[config.mk]
export PLATFORM = sky130hd
export DESIGN_NAME = shw_wrap
export DESIGN_NICKNAME = d
export VERILOG_FILES = /design/src/rtl/shw_pkg.sv /design/src/rtl/shw_ibus_master.sv /design/src/rtl/shw_prefetch.sv /design/src/rtl/shw_sysctl.sv /design/src/rtl/shw_wrap.sv
export SDC_FILE = /design/constraint.sdc
export NUM_CORES = 1
export LEC_CHECK = 0
export BUFFER_PORTS_ARGS = -buffer_cell sky130_fd_sc_hd__buf_4
export CAP_MARGIN = 20
export CORE_UTILIZATION = 35
export DETAILED_ROUTE_END_ITERATION = 10
export SLEW_MARGIN = 20
export SYNTH_ARGS = -nofsm -noshare
export SYNTH_HDL_FRONTEND = slang
export SYNTH_SLANG_ARGS = --single-unit
[constraint.sdc]
create_clock -name clk -period 6.2 [get_ports clk]
set_input_delay 0.62 -clock clk [delete_from_list [all_inputs] [get_ports clk]]
set_output_delay 0.62 -clock clk [all_outputs]
set_load 0.05 [all_outputs]
[src/rtl/shw_pkg.sv]
package shw_pkg;
  localparam logic [1:0] ADDR_DIN  = 2'd0;
  localparam logic [1:0] ADDR_STAT = 2'd1;
  localparam logic [1:0] ADDR_DOUT = 2'd2;

  typedef enum logic [1:0] {
    PF_IDLE  = 2'd0,
    PF_POLL  = 2'd1,
    PF_FETCH = 2'd2
  } pf_state_e;
endpackage

[src/rtl/shw_ibus_master.sv]
module shw_ibus_master #(
  parameter int DW = 32
) (
  input  logic          clk,
  input  logic          rst_n,
  input  logic          start,
  input  logic          start_we,
  input  logic [1:0]    start_addr,
  input  logic [DW-1:0] start_wdata,
  output logic          ib_req,
  output logic          ib_we,
  output logic [1:0]    ib_addr,
  output logic [DW-1:0] ib_wdata,
  input  logic          ib_ack,
  output logic          done
);
  logic          req_q, req_d;
  logic          we_q, we_d;
  logic [1:0]    addr_q, addr_d;
  logic [DW-1:0] wdata_q, wdata_d;

  always_comb begin
    req_d   = req_q;
    we_d    = we_q;
    addr_d  = addr_q;
    wdata_d = wdata_q;
    if (req_q && ib_ack) begin
      req_d = 1'b0;
    end else if (!req_q && start) begin
      req_d   = 1'b1;
      we_d    = start_we;
      addr_d  = start_addr;
      wdata_d = start_wdata;
    end
  end

  always_ff @(posedge clk or negedge rst_n) begin
    if (!rst_n) begin
      req_q   <= 1'b0;
      we_q    <= 1'b0;
      addr_q  <= '0;
      wdata_q <= '0;
    end else begin
      req_q   <= req_d;
      we_q    <= we_d;
      addr_q  <= addr_d;
      wdata_q <= wdata_d;
    end
  end

  assign ib_req   = req_q;
  assign ib_we    = we_q;
  assign ib_addr  = addr_q;
  assign ib_wdata = wdata_q;
  assign done     = req_q & ib_ack;

  AST_REQ_HOLD: assert property (@(posedge clk) disable iff (!rst_n)
    (ib_req && !ib_ack) |=> (ib_req && $stable(ib_addr) && $stable(ib_we) && $stable(ib_wdata)));
endmodule

[src/rtl/shw_prefetch.sv]
module shw_prefetch
  import shw_pkg::*;
(
  input  logic       clk,
  input  logic       rst_n,
  input  logic       restart,
  input  logic       done,
  input  logic       done_flag,
  output logic       need,
  output logic [1:0] need_addr
);
  pf_state_e state_q, state_d;

  always_comb begin
    state_d   = state_q;
    need      = 1'b0;
    need_addr = ADDR_STAT;
    unique case (state_q)
      PF_POLL: begin
        need      = 1'b1;
        need_addr = ADDR_STAT;
        if (done && done_flag) state_d = PF_FETCH;
      end
      PF_FETCH: begin
        need      = 1'b1;
        need_addr = ADDR_DOUT;
        if (done) state_d = PF_IDLE;
      end
      default: state_d = PF_IDLE;
    endcase
    if (restart) state_d = PF_POLL;
  end

  always_ff @(posedge clk or negedge rst_n) begin
    if (!rst_n) state_q <= PF_IDLE;
    else        state_q <= state_d;
  end

  AST_FETCH_ENTRY: assert property (@(posedge clk) disable iff (!rst_n)
    (state_q == PF_FETCH && $past(state_q) == PF_POLL) |-> $past(done && done_flag));
  AST_RESTART_POLL: assert property (@(posedge clk) disable iff (!rst_n)
    restart |=> (state_q == PF_POLL));
endmodule

[src/rtl/shw_sysctl.sv]
module shw_sysctl
  import shw_pkg::*;
#(
  parameter int DW = 32,
  parameter int CW = 16
) (
  input  logic          clk,
  input  logic          rst_n,
  input  logic          sys_sel,
  input  logic          sys_wr,
  input  logic [1:0]    sys_addr,
  input  logic [DW-1:0] sys_wdata,
  output logic          sys_ready,
  output logic [DW-1:0] sys_rdata,
  input  logic [DW-1:0] stat_sh,
  input  logic          stat_v,
  input  logic [DW-1:0] out_sh,
  input  logic          out_v,
  input  logic          op_done,
  input  logic [DW-1:0] op_rdata,
  output logic          need,
  output logic          need_we,
  output logic [1:0]    need_addr,
  output logic [DW-1:0] need_wdata,
  output logic [CW-1:0] hit_cnt,
  output logic [CW-1:0] miss_cnt
);
  logic          rd_map, wr_din, sel_v, hit, miss;
  logic [DW-1:0] sel_sh;
  logic [CW-1:0] hit_q, hit_d, miss_q, miss_d;

  always_comb begin
    rd_map = sys_sel && !sys_wr && (sys_addr == ADDR_STAT || sys_addr == ADDR_DOUT);
    wr_din = sys_sel && sys_wr && (sys_addr == ADDR_DIN);
    sel_v  = (sys_addr == ADDR_STAT) ? stat_v  : out_v;
    sel_sh = (sys_addr == ADDR_STAT) ? stat_sh : out_sh;
    hit       = 1'b0;
    miss      = 1'b0;
    sys_ready = 1'b1;
    sys_rdata = '0;
    if (rd_map) begin
      if (sel_v) begin
        hit       = 1'b1;
        sys_rdata = sel_sh;
      end else begin
        sys_ready = op_done;
        miss      = op_done;
        sys_rdata = op_rdata;
      end
    end else if (wr_din) begin
      sys_ready = op_done;
    end
    need       = (rd_map && !sel_v) || wr_din;
    need_we    = sys_wr;
    need_addr  = sys_addr;
    need_wdata = sys_wdata;
    hit_d  = hit_q  + {{(CW-1){1'b0}}, hit};
    miss_d = miss_q + {{(CW-1){1'b0}}, miss};
  end

  always_ff @(posedge clk or negedge rst_n) begin
    if (!rst_n) begin
      hit_q  <= '0;
      miss_q <= '0;
    end else begin
      hit_q  <= hit_d;
      miss_q <= miss_d;
    end
  end

  assign hit_cnt  = hit_q;
  assign miss_cnt = miss_q;

  AST_MISS_STEP: assert property (@(posedge clk) disable iff (!rst_n)
    (miss_cnt != $past(miss_cnt)) |-> (hit_cnt == $past(hit_cnt)));
endmodule

[src/rtl/shw_wrap.sv]
module shw_wrap
  import shw_pkg::*;
#(
  parameter int DW = 32,
  parameter int CW = 16
) (
  input  logic          clk,
  input  logic          rst_n,
  input  logic          sys_sel,
  input  logic          sys_wr,
  input  logic [1:0]    sys_addr,
  input  logic [DW-1:0] sys_wdata,
  output logic [DW-1:0] sys_rdata,
  output logic          sys_ready,
  output logic          ib_req,
  output logic          ib_we,
  output logic [1:0]    ib_addr,
  output logic [DW-1:0] ib_wdata,
  input  logic [DW-1:0] ib_rdata,
  input  logic          ib_ack,
  output logic [CW-1:0] hit_count,
  output logic [CW-1:0] miss_count
);
  logic [1:0]    rs_q;
  logic          rst_n_s;
  logic          sys_need, sys_need_we, pf_need;
  logic [1:0]    sys_need_addr, pf_addr;
  logic [DW-1:0] sys_need_wdata;
  logic          start, use_sys, start_we;
  logic [1:0]    start_addr;
  logic [DW-1:0] start_wdata;
  logic          done, sys_done, pf_done, restart;
  logic          owner_q, owner_d;
  logic [DW-1:0] stat_sh_q, stat_sh_d, out_sh_q, out_sh_d;
  logic          stat_v_q, stat_v_d, out_v_q, out_v_d;

  always_ff @(posedge clk or negedge rst_n) begin
    if (!rst_n) rs_q <= 2'b00;
    else        rs_q <= {rs_q[0], 1'b1};
  end
  assign rst_n_s = rs_q[1];

  always_comb begin
    use_sys     = sys_need;
    start       = !ib_req && (sys_need || pf_need);
    start_we    = use_sys ? sys_need_we    : 1'b0;
    start_addr  = use_sys ? sys_need_addr  : pf_addr;
    start_wdata = use_sys ? sys_need_wdata : '0;
    owner_d     = start ? use_sys : owner_q;
    sys_done    = done && owner_q;
    pf_done     = done && !owner_q;
    restart     = sys_done && ib_we;
    stat_sh_d = stat_sh_q;
    stat_v_d  = stat_v_q;
    out_sh_d  = out_sh_q;
    out_v_d   = out_v_q;
    if (done && !ib_we && ib_addr == ADDR_STAT) begin
      stat_sh_d = ib_rdata;
      stat_v_d  = 1'b1;
    end
    if (done && !ib_we && ib_addr == ADDR_DOUT) begin
      out_sh_d = ib_rdata;
      out_v_d  = 1'b1;
    end
    if (restart) begin
      stat_v_d = 1'b0;
      out_v_d  = 1'b0;
    end
  end

  always_ff @(posedge clk or negedge rst_n_s) begin
    if (!rst_n_s) begin
      owner_q   <= 1'b0;
      stat_sh_q <= '0;
      stat_v_q  <= 1'b0;
      out_sh_q  <= '0;
      out_v_q   <= 1'b0;
    end else begin
      owner_q   <= owner_d;
      stat_sh_q <= stat_sh_d;
      stat_v_q  <= stat_v_d;
      out_sh_q  <= out_sh_d;
      out_v_q   <= out_v_d;
    end
  end

  shw_ibus_master #(.DW(DW)) u_master (
    .clk(clk), .rst_n(rst_n_s),
    .start(start), .start_we(start_we), .start_addr(start_addr), .start_wdata(start_wdata),
    .ib_req(ib_req), .ib_we(ib_we), .ib_addr(ib_addr), .ib_wdata(ib_wdata),
    .ib_ack(ib_ack), .done(done)
  );

  shw_prefetch u_prefetch (
    .clk(clk), .rst_n(rst_n_s),
    .restart(restart), .done(pf_done), .done_flag(ib_rdata[0]),
    .need(pf_need), .need_addr(pf_addr)
  );

  shw_sysctl #(.DW(DW), .CW(CW)) u_sysctl (
    .clk(clk), .rst_n(rst_n_s),
    .sys_sel(sys_sel), .sys_wr(sys_wr), .sys_addr(sys_addr), .sys_wdata(sys_wdata),
    .sys_ready(sys_ready), .sys_rdata(sys_rdata),
    .stat_sh(stat_sh_q), .stat_v(stat_v_q), .out_sh(out_sh_q), .out_v(out_v_q),
    .op_done(sys_done), .op_rdata(ib_rdata),
    .need(sys_need), .need_we(sys_need_we), .need_addr(sys_need_addr),
    .need_wdata(sys_need_wdata),
    .hit_cnt(hit_count), .miss_cnt(miss_count)
  );

  AST_WR_CLEARS: assert property (@(posedge clk) disable iff (!rst_n_s)
    restart |=> (!stat_v_q && !out_v_q));
  AST_SYS_FIRST: assert property (@(posedge clk) disable iff (!rst_n_s)
    (!ib_req && sys_need) |=> (ib_req && owner_q));
  AST_HIT_DATA: assert property (@(posedge clk) disable iff (!rst_n_s)
    (sys_sel && !sys_wr && sys_addr == ADDR_STAT && stat_v_q) |-> (sys_ready && sys_rdata == stat_sh_q));
  AST_UNMAPPED: assert property (@(posedge clk) disable iff (!rst_n_s)
    (sys_sel && sys_addr == 2'd3) |-> (sys_ready && (sys_wr || sys_rdata == '0)));
endmodule

==> results.py <==
metrics = {
    "outcome": {
        "status": "complete, no violations",
    },
    "synth": {
        "netlist_instances": 482,
        "synthArstFlopShare": 1.000,
        "netlist.area_leader.share": 0.5649,
        "synth-main-ff-cell": "dfrtp_1",
        "synth.avg_cell_area_sq_um": 12.77,
        "yosysSeqAreaShare": 0.5649,
        "synth-edff-count": 0,
        "synth_area_sq_um": 6157,
        "synthesis.nets": 562,
        "synth_area_leaders": "dfrtp_1, mux2_2, mux2i_1",
        "synth_area_leader_cell": "dfrtp_1",
        "synth.distinct_cells": 38,
        "ys_ff_latch": 139,
        "yosys_warnings": 0,
    },
    "setup_path": {
        "timing.rr.end": "u_sysctl.hit_cnt[15]$_DFF_PN0_",
        "crit_path_end_kind": "primary output",
        "crit_path_frequent_cell": "buf_4",
        "cp-start-kind": "input port",
        "path_max_fanout": 33,
        "crit_arrival_ns": 3.04,
        "worstPathRequired_ns": 5.58,
        "r2r.worst_path.cells": 8,
        "crit_family": "buffers and inverters",
        "cp_slowest_cell": "nand2b_2",
        "path_cells": "buf_4, inv_1, ha_2, buf_4, mux2i_4, nand2b_2, o21ai_0, buf_4",
        "slowest_delay_ns": 0.58,
        "critical_path_class": "input port to primary output",
        "crit_buf_inv": 4,
        "rr_startpoint": "stat_v_q$_DFFE_PN0P_",
        "r2r_slack_ns": 3.66,
    },
    "sta": {
        "rsz0062_at_grt": "no",
        "worstMarginPinSlew_ns": 0.9826,
        "setup_ws_ns": 2.538,
        "min_period_ns": 3.662,
        "tns_ns": 0,
        "finalCritPeriodShare": 0.5906,
        "hold_viol_final": 0,
        "setup_viol": 0,
        "clock.fmax_mhz": 273.1,
        "maxSlewViolCount": 0,
        "slew_headroom": 0.3449,
        "finClkSkew_ns": 0.01047,
    },
    "cts": {
        "cts_sinks": 139,
        "clkLatencyLatePin_ns": 0.42,
        "cts_setup_buffers": 0,
        "cts_tree": "yes",
        "cts-resized-gates": 0,
        "cts_buffers": 17,
        "clkSlewWorstSetupHoldPaths_ns": 0.06,
        "root_buffer": "clkbuf_16",
        "clk_path_buf_depth": 2,
        "htree_levels": 4,
    },
    "drt": {
        "viasPerCell": 4.891,
        "drc": 0,
        "ant_nets": 0,
        "drt_pass1_iterations": 4,
        "drt_iter0_markers": 188,
        "via_count": 4358,
        "wirelength_um": 13920,
        "wl_per_cell_um": 15.62,
    },
    "layout": {
        "diodes": 0,
        "syn_to_final_growth_pct": 34.34,
        "fin_util": 0.4799,
        "fin_nets": 733,
        "regArea_sq_um": 3482,
        "multi_input_area_sq_um": 2505,
        "fin_area_sq_um": 8272,
        "fin_cells": 891,
        "drive_above_1_share": 0.4144,
        "n_fill_cell": 1554,
    },
    "global_route": {
        "antenna_found_initial": 0,
        "track_usage": 0.1627,
        "grt_max_degree": 73,
        "first_global_vias": 4474,
        "grt_pass1_wl_um": 22850,
        "grt_overflow": 0,
    },
    "run": {
        "maxCapViolCount": 0,
    },
    "floorplan": {
        "fp.coreArea_sq_um": 17240,
        "num_rows": 48,
        "fp.dieH_um": 134.6,
        "die_area_sq_um": 18130,
        "io_pins": 172,
        "die_x_um": 134.6,
        "start_util": 0.3572,
    },
    "worst_hold_path": {
        "min_path_type": "register to register",
        "hold_depth": 0,
        "min_to": "rs_q[1]$_DFF_PN0_",
        "hp-start": "rs_q[0]$_DFF_PN0_",
    },
    "power": {
        "leakage_nw": 4.008,
        "ir_drop_v": 0.0002567,
        "p_per_area_nw_per_um2": 471.7,
    },
    "placed_design": {
        "dpl_cell_area_sq_um": 7614,
        "place_congestion": 0.8274,
        "pre_cts_slack_ns": 2.274,
        "io_buffers": 171,
        "numPlacedInstances": 858,
        "dp_hpwl_um": 9273,
    },
}
## layout make-up
| cell class | instances | share of cell area |
|---|---|---|
| Inverter | 8 | 0.003630 |
| Timing Repair Buffer | 177 | 0.1609 |
| Sequential cell | 139 | 0.4210 |
| Multi-Input combinational cell | 310 | 0.3028 |
| Clock inverter | 12 | 0.02360 |
| Clock buffer | 20 | 0.05400 |
| Tap cell | 225 | 0.03403 |
## worst max-delay path by stage
stage | endpoint | slack, ns | cells after the start | startpoint
5_1_grt | sys_rdata[14] | 2.35 | 8 | sys_addr[1]
3_5_place_dp | u_sysctl.hit_cnt[10]$_DFF_PN0_ | 2.27 | 13 | sys_addr[1]
2_1_floorplan | out_sh_q[0]$_DFFE_PN0P_ | 2.04 | 0 | rs_q[1]$_DFF_PN0_
4_1_cts | sys_rdata[14] | 2.45 | 8 | sys_addr[1]
3_3_place_gp | u_sysctl.hit_cnt[10]$_DFF_PN0_ | 1.86 | 13 | sys_addr[1]
6_report | sys_rdata[14] | 2.54 | 8 | sys_addr[1]
## per-stage QoR
stage / power (mW) / hold WS (ns)
finish: 3.902 / 0.3465
global route: 4.109 / 0.3592
CTS: 3.948 / 0.3492
detailed placement: 2.831 / 0.3362
global placement: 2.791 / 0.3388
floorplan: 2.418 / 0.3244
## kinds of logic (layout without fill, tap and decap cells)
group	count (synthesis)	count (layout)	synth area share
simple gates	95	95	0.07946
flops	139	139	0.5649
buf+inv	33	217	0.03048
other cells	1	1	0.0006090
fa+ha+maj	9	9	0.01829
xor+xnor	28	28	0.03983
compound gates	80	80	0.09368
mux	97	97	0.1727
## state kept, by name, indices dropped and copies added, names as in the netlist, 2 cells and up
name,count
u_prefetch.state_q,2
stat_sh_q,32
u_sysctl.hit_cnt,16
out_sh_q,32
u_master.ib_wdata,32
u_master.ib_addr,2
rs_q,2
u_sysctl.miss_cnt,16
## power breakdown
part           leakage (nW)  switching (mW)  internal (mW)
clock network         0.314           0.371          0.722
logic                  1.91           0.814          0.534
registers              1.78           0.215           1.24
## per-layer routing
| layer | up-vias | part of all wire | global-route usage |
|---|---|---|---|
| met5 | - | 0 | 0 |
| met4 | 0 | 0.021 | 0.07054 |
| met3 | 23 | 0.057 | 0.04279 |
| met2 | 138 | 0.47 | 0.2603 |
| met1 | 2119 | 0.45 | 0.2078 |
| li1 | 2078 | - | - |
## layout by cell type (no fill, tap or decap), types with 6 or more instances in the layout
master,Yosys,routed
inv_1,8,8
o21ai_1,6,6
ha_1,9,8
nor2_1,10,9
o21ai_0,31,31
xnor2_1,13,13
dfrtp_1,139,138
clkbuf_16,0,17
a22o_1,33,33
nand2_1,43,43
nor3_1,8,8
xor2_1,15,15
mux2i_1,32,32
nand4_1,9,9
mux2_2,60,60
buf_4,7,176
nand3_1,9,9
## cells in the mapped netlist (3+ instances only)
library cell and n:
dfrtp_1 139, mux2_2 60, nand2_1 43, a22o_1 33, mux2i_1 32, o21ai_0 31
xor2_1 15, xnor2_1 13, nor2_1 10, ha_1 9, nand3_1 9, nand4_1 9
clkbuf_1 8, inv_1 8, nor3_1 8, buf_4 7, buf_2 6, o21ai_1 6
and4_1 4, buf_6 4, mux2_1 4, a21o_1 3, and3_1 3
## what timing repair did
action,in CTS,in global routing
hold buffers,1,0
endpoints found under the hold margin,2,0
endpoints found under the setup margin,0,0
Note: power is estimated with default switching activity, not from simulation.
